## src/rtl/wdog_pkg.sv

```systemverilog
package wdog_pkg;
  typedef enum logic [1:0] {
    ADDR_TCONST = 2'd0,
    ADDR_MODE   = 2'd1,
    ADDR_FEED   = 2'd2,
    ADDR_COUNT  = 2'd3
  } wdAddr_e;

  typedef enum logic {
    FEED_IDLE  = 1'b0,
    FEED_ARMED = 1'b1
  } feedState_e;

  typedef struct packed {
    logic tcWrite;
    logic reload;
  } dpStrobe_t;
endpackage

```

## src/rtl/wdog_ctrl.sv

```systemverilog
module wdog_ctrl
  import wdog_pkg::*;
#(
  parameter int CNT_W = 32,
  parameter logic [7:0] KEY_FIRST = 8'hAA,
  parameter logic [7:0] KEY_SECOND = 8'h55
) (
  input  logic             clk,
  input  logic             rstN,
  input  logic             regSel,
  input  logic             regWr,
  input  logic [1:0]       regAddr,
  input  logic [7:0]       keyByte,
  input  logic [CNT_W-1:0] cntVal,
  input  logic [CNT_W-1:0] tcVal,
  input  logic             expire,
  output dpStrobe_t        strobe,
  output logic [CNT_W-1:0] regRdata,
  output logic             wdTimeout,
  output logic             wdResetReq
);
  localparam int MODE_PAD = CNT_W - 3;

  feedState_e state, nextState;
  logic enable, rstEn, fault, reload;
  logic feedWr, modeWr, tcWr;

  assign feedWr = regSel & regWr & (regAddr == ADDR_FEED);
  assign modeWr = regSel & regWr & (regAddr == ADDR_MODE);
  assign tcWr   = regSel & regWr & (regAddr == ADDR_TCONST);

  always_comb begin
    nextState = state;
    reload    = 1'b0;
    fault     = 1'b0;
    if (enable && regSel) begin
      unique case (state)
        FEED_IDLE: begin
          if (feedWr) begin
            if (keyByte == KEY_FIRST) nextState = FEED_ARMED;
            else                      fault = 1'b1;
          end
        end
        FEED_ARMED: begin
          nextState = FEED_IDLE;
          if (feedWr && keyByte == KEY_SECOND) reload = 1'b1;
          else                                 fault  = 1'b1;
        end
        default: nextState = FEED_IDLE;
      endcase
    end
  end

  assign strobe.reload  = reload;
  assign strobe.tcWrite = tcWr;

  always_ff @(posedge clk) begin
    if (!rstN) begin
      state      <= FEED_IDLE;
      enable     <= 1'b0;
      rstEn      <= 1'b0;
      wdTimeout  <= 1'b0;
      wdResetReq <= 1'b0;
    end else begin
      state      <= nextState;
      enable     <= enable | (modeWr & keyByte[0]);
      if (modeWr) rstEn <= keyByte[1];
      wdTimeout  <= wdTimeout | fault | expire;
      wdResetReq <= rstEn & (fault | expire);
    end
  end

  always_comb begin
    regRdata = '0;
    if (regSel && !regWr) begin
      unique case (regAddr)
        ADDR_TCONST: regRdata = tcVal;
        ADDR_MODE:   regRdata = {{MODE_PAD{1'b0}}, wdTimeout, rstEn, enable};
        ADDR_FEED:   regRdata = '0;
        ADDR_COUNT:  regRdata = cntVal;
        default:     regRdata = '0;
      endcase
    end
  end

  // enable never falls without reset
  p_enable_sticky_r7: assert property (@(posedge clk) disable iff (!rstN)
    enable |=> enable);
  // flag holds until reset
  p_flag_sticky_r8: assert property (@(posedge clk) disable iff (!rstN)
    wdTimeout |=> wdTimeout);
  // a reset request always comes with the flag
  p_req_with_flag_r8: assert property (@(posedge clk) disable iff (!rstN)
    wdResetReq |-> wdTimeout);
  // the key sequence never arms while disabled
  p_idle_disabled_r6: assert property (@(posedge clk) disable iff (!rstN)
    !enable |-> state == FEED_IDLE);
  // a wrong access after the first key trips the flag
  p_armed_fault_r4: assert property (@(posedge clk) disable iff (!rstN)
    (regSel && state == FEED_ARMED && !(feedWr && keyByte == KEY_SECOND)) |=> wdTimeout);
endmodule

```

## src/rtl/wdog_dp.sv

```systemverilog
module wdog_dp
  import wdog_pkg::*;
#(
  parameter int CNT_W = 32,
  parameter logic [CNT_W-1:0] TC_MIN = 'hFF
) (
  input  logic             clk,
  input  logic             rstN,
  input  dpStrobe_t        strobe,
  input  logic [CNT_W-1:0] wrData,
  output logic [CNT_W-1:0] cntVal,
  output logic [CNT_W-1:0] tcVal,
  output logic             expire
);
  logic running;

  always_ff @(posedge clk) begin
    if (!rstN) begin
      tcVal <= TC_MIN;
    end else if (strobe.tcWrite) begin
      tcVal <= (wrData < TC_MIN) ? TC_MIN : wrData;
    end
  end

  always_ff @(posedge clk) begin
    if (!rstN) begin
      cntVal  <= '0;
      running <= 1'b0;
    end else if (strobe.reload) begin
      cntVal  <= tcVal;
      running <= 1'b1;
    end else if (running) begin
      if (cntVal == '0) running <= 1'b0;
      else              cntVal  <= cntVal - 1'b1;
    end
  end

  assign expire = running & (cntVal == '0) & ~strobe.reload;

  // the stored constant never drops below the floor
  p_tc_floor_r9: assert property (@(posedge clk) disable iff (!rstN)
    tcVal >= TC_MIN);
  // one step down per clock while running
  p_count_step_r3: assert property (@(posedge clk) disable iff (!rstN)
    (running && cntVal != '0 && !strobe.reload) |=> cntVal == $past(cntVal) - 1'b1);
  // a valid feed loads the constant
  p_reload_r2: assert property (@(posedge clk) disable iff (!rstN)
    strobe.reload |=> (cntVal == $past(tcVal)) && running);
  // counting halts after expiry
  p_halt_r3: assert property (@(posedge clk) disable iff (!rstN)
    expire |=> !running);
endmodule

```

## src/rtl/keyed_watchdog.sv

```systemverilog
module keyed_watchdog
  import wdog_pkg::*;
#(
  parameter int CNT_W = 32,
  parameter logic [7:0] KEY_FIRST = 8'hAA,
  parameter logic [7:0] KEY_SECOND = 8'h55,
  parameter logic [CNT_W-1:0] TC_MIN = 'hFF
) (
  input  logic             clk,
  input  logic             rstN,
  input  logic             regSel,
  input  logic             regWr,
  input  logic [1:0]       regAddr,
  input  logic [CNT_W-1:0] regWdata,
  output logic [CNT_W-1:0] regRdata,
  output logic             wdTimeout,
  output logic             wdResetReq
);
  dpStrobe_t        strobe;
  logic [CNT_W-1:0] cntVal, tcVal;
  logic             expire;

  wdog_ctrl #(.CNT_W(CNT_W), .KEY_FIRST(KEY_FIRST), .KEY_SECOND(KEY_SECOND)) u_ctrl (
    .clk(clk), .rstN(rstN), .regSel(regSel), .regWr(regWr), .regAddr(regAddr),
    .keyByte(regWdata[7:0]), .cntVal(cntVal), .tcVal(tcVal), .expire(expire),
    .strobe(strobe), .regRdata(regRdata), .wdTimeout(wdTimeout), .wdResetReq(wdResetReq)
  );

  wdog_dp #(.CNT_W(CNT_W), .TC_MIN(TC_MIN)) u_dp (
    .clk(clk), .rstN(rstN), .strobe(strobe), .wrData(regWdata),
    .cntVal(cntVal), .tcVal(tcVal), .expire(expire)
  );
endmodule

```

## config.mk

```make
export PLATFORM = sky130hd
export DESIGN_NAME = keyed_watchdog
export DESIGN_NICKNAME = d
export VERILOG_FILES = /design/src/rtl/wdog_pkg.sv /design/src/rtl/wdog_ctrl.sv /design/src/rtl/wdog_dp.sv /design/src/rtl/keyed_watchdog.sv
export SDC_FILE = /design/constraint.sdc
export NUM_CORES = 1
export LEC_CHECK = 0
export BUFFER_PORTS_ARGS = -buffer_cell sky130_fd_sc_hd__buf_4
export CORE_MARGIN = 2
export CORE_UTILIZATION = 60
export CTS_BUF_LIST = sky130_fd_sc_hd__clkbuf_16
export DETAILED_ROUTE_END_ITERATION = 16
export PLACE_DENSITY = 0.94
export SYNTH_ARGS = -nofsm -noshare
export SYNTH_HDL_FRONTEND = slang
export SYNTH_SLANG_ARGS = --single-unit
```

## constraint.sdc

```tcl
create_clock -name clk -period 6.4 [get_ports clk]
set_clock_uncertainty 0.05 [all_clocks]
set_input_delay 1.92 -clock clk [delete_from_list [all_inputs] [get_ports clk]]
set_output_delay 1.92 -clock clk [all_outputs]
set_load 0.005 [all_outputs]
```

==> reports/results.tsv <==
stage	metric	value	unit
min_path	Hold Path Class	reg -> reg	
power_and_ir_drop	VDD IR max	0.1701	mV
yosys	Distinct cells, synth	50	
yosys	syn_area_per_cell	7.581	um2
setup_path	Req. time, crit path	4430	ps
min_path	hold depth	2	
yosys	EDFF count, synth	0	
yosys	syn_nets	534	
power_and_ir_drop	Leak Pwr	1.699	nW
routing	drt first pass iters	6	
clocking	CTS resizes	0	
clocking	clock-pin slew on the worst setup and hold paths	50	ps
yosys	Yosys top cell area share	37.35	%
global_route	pin count of the biggest net entering global routing	36	
global_route	global-route wire length before repair	18940	um
yosys	post-synthesis sequential area ratio	37.35	%
clocking	CTS root buffer	clkbuf_16	
clocking	clk sinks	70	
sta	Final Max Tran Viols	0	
routing	DR vias	4149	
floorplanning	io pins	72	
clocking	Setup Buffers After CTS	0	
finish	area grow syn2layout	22.51	%
routing	ANT nets after route	0	
setup_path	critical-path maximum fanout	17	
routing	detailed-route DRC error count	0	
sta	Max Clk Rate	189.8	MHz
yosys	Seq cells post-synth	70	
finish	nets@finish	591	
setup_path	R2R depth	8	
floorplanning	# rows	28	
run_status	status	finished clean	
routing	DR vias/cell	6.565	
floorplanning	core area	5991	um2
clocking	CTS H-tree depth	3	
yosys	commonest cells in the netlist	73 x nand2_1, 70 x dfxtp_1, 59 x a21oi_1	
floorplanning	width of the die	83.08	um
sta	RSZ-0062 raised after global routing	no	
power_and_ir_drop	pwr dens	218.0	nW/um2
sta	Final Hold Fails	0	
routing	WL final	11620	um
floorplanning	DIE HEIGHT	83.08	um
sta	period utilization	82.30	%
finish	share of layout cells above drive strength 1	19.21	%
run	# Max-Cap Violations	0	
yosys	Primary FF master, synth	dfxtp_1	
finish	Multi-input gate area	2203	um2
clocking	CTS max path bufs	2	
finish	n_diodes	0	
power_and_ir_drop	Final Total Pwr	0.001002	W
yosys	Yosys top cell by area	dfxtp_1	
global_route	vias in the first global route	3770	
yosys	Async SR Flop Fraction	0	%
placed_design	Placed Cells	616	
floorplanning	die area	6902	um2
finish	Sequential Area	1401	um2
clocking	CTS tree	done	
placed_design	DPL Wire Length	7777	um
global_route	GRT overflow	0	
placed_design	PortBufs	71	
sta	setup_tns	0	ps
clocking	# hold bufs at CTS	0	
global_route	Total GRT Usage	33.56	%
yosys	Synth warnings	0	
sta	Worst Tran Pin Value	1046	ps
setup_path	crit start category	primary input	
clocking	clk_lat worst skew	340	ps
finish	fill cell count	437	
finish	count of non-filler cells in the finished layout	632	
routing	met1 WL	4753	um
setup_path	Setup CP Type	in -> out	
floorplanning	starting density of the core	62.64	%
routing	wire length per cell	18.39	um
routing	Initial DRC Count	462	
routing	metal3 WL	1133	um
yosys	count leader, synth	nand2_1	
setup_path	crit path capture type	output pin	
placed_design	GP Congestion	0.8995	
global_route	antenna violations before repair	0	
setup_path	Worst EP arrival	3300	ps
routing	highest routing layer actually used	met4	
sta	fin crit period	5267	ps
sta	Slew Limit Headroom	30.09	%
routing	wire length on met2	5487	um
yosys	Area contributors post-synth	dfxtp_1 37%, a21oi_1 7.9%, nand2_1 7.3%	
yosys	Mapped Area	3752	um2
sta	Setup violations, final	0	
clocking	Inserted Clock Buffers	9	
yosys	synthesized netlist cell count	495	
-- state kept, by name (all words and copies together) (netlist names) --
register and count:
u_ctrl.enable 1, u_ctrl.rstEn 1, u_ctrl.state 1, u_ctrl.wdResetReq 1, u_ctrl.wdTimeout 1, u_dp.cntVal 32
u_dp.running 1, u_dp.tcVal 32
-- worst paths after layout --
path	startpoint	to	slack (ps)
worst max-delay path	regAddr[1]	regRdata[15]	1130
worst min-delay path	u_dp.tcVal[28]	u_dp.tcVal[28]	420
worst min register to register	u_dp.tcVal[28]	u_dp.tcVal[28]	420
worst max register to register	u_dp.cntVal[0]	u_ctrl.wdResetReq	3490
-- cell type report --
class,instances,share of cell area (%)
Clock inverter,7,1.415
Sequential cell,70,30.48
Multi-Input combinational cell,387,47.93
Timing Repair Buffer,78,12.74
Clock buffer,9,4.899
Inverter,6,0.4899
Tap cell,75,2.041
-- metal layers --
| layer | up-vias | GRT usage [%] |
|---|---|---|
| li1 | 1918 | - |
| met1 | 1925 | 45.41 |
| met2 | 276 | 52.79 |
| met3 | 30 | 7.853 |
| met4 | 0 | 11.48 |
| met5 | - | 0 |
-- worst max-delay path: stages --
cell and delay [ps]:
buf_4 130, and2_1 580, buf_4 330, a22oi_1 100, nor2_1 110, buf_4 130
-- cell families (layout without fill, tap and decap cells) --
| family | Yosys count | count (layout) | share of synthesized area [%] |
|---|---|---|---|
| and+or+nand+nor | 215 | 215 | 28.18 |
| xor gates and xnor gates | 19 | 19 | 4.435 |
| DFF | 70 | 70 | 37.35 |
| muxes | 8 | 8 | 2.267 |
| AOI/OAI and AO/OA | 144 | 144 | 23.44 |
| buffers and inverters | 38 | 100 | 4.001 |
| adders and majority gates | 1 | 1 | 0.3334 |
-- report_power, final --
part / switching, W / internal, W / leakage, nW
registers: 0.00000367 / 0.000440 / 0.565
clock network: 0.000190 / 0.000298 / 0.134
logic: 0.0000411 / 0.0000291 / 1.00
-- through the flow --
stage                     instance area [um2]  util [%]  hold WS [ps]  setup WS, ps
after CTS                                4597     76.73         420.0          1150
after global placement                   4307     71.89         407.6          1230
after detailed placement                 4307     71.89         411.9          1170
final                                    4597     76.73         422.0          1133
after floorplan                          3752         -         396.6          1371
after global routing                     4597     76.73         440.9          1032
-- placed cells by master (no fill, tap or decap), types with 2 or more instances in the layout --
| cell | count |
|---|---|
| nand2b_1 | 2 |
| and4_1 | 3 |
| dfxtp_1 | 70 |
| o211ai_1 | 2 |
| xor2_1 | 12 |
| a211oi_1 | 2 |
| and3_1 | 3 |
| or2_2 | 2 |
| clkinv_1 | 4 |
| nor2_1 | 51 |
| nand4b_1 | 4 |
| nor4_1 | 16 |
| a31oi_1 | 3 |
| and2_1 | 3 |
| nand4_1 | 14 |
| nand3b_1 | 4 |
| xnor2_1 | 7 |
| nand3_1 | 13 |
| nor2_2 | 2 |
| clkinvlp_4 | 2 |
| clkbuf_16 | 9 |
| a21oi_1 | 59 |
| o22ai_1 | 8 |
| buf_4 | 78 |
| a21oi_2 | 2 |
| a22oi_1 | 34 |
| nor2b_1 | 2 |
| inv_1 | 5 |
| nor3_1 | 11 |
| o21ai_0 | 25 |
| mux2i_1 | 4 |
| or4_1 | 4 |
| mux2_2 | 4 |
| or4_4 | 2 |
| nand2_1 | 73 |
| o21ai_1 | 2 |
(Power assumes the default switching activity.)
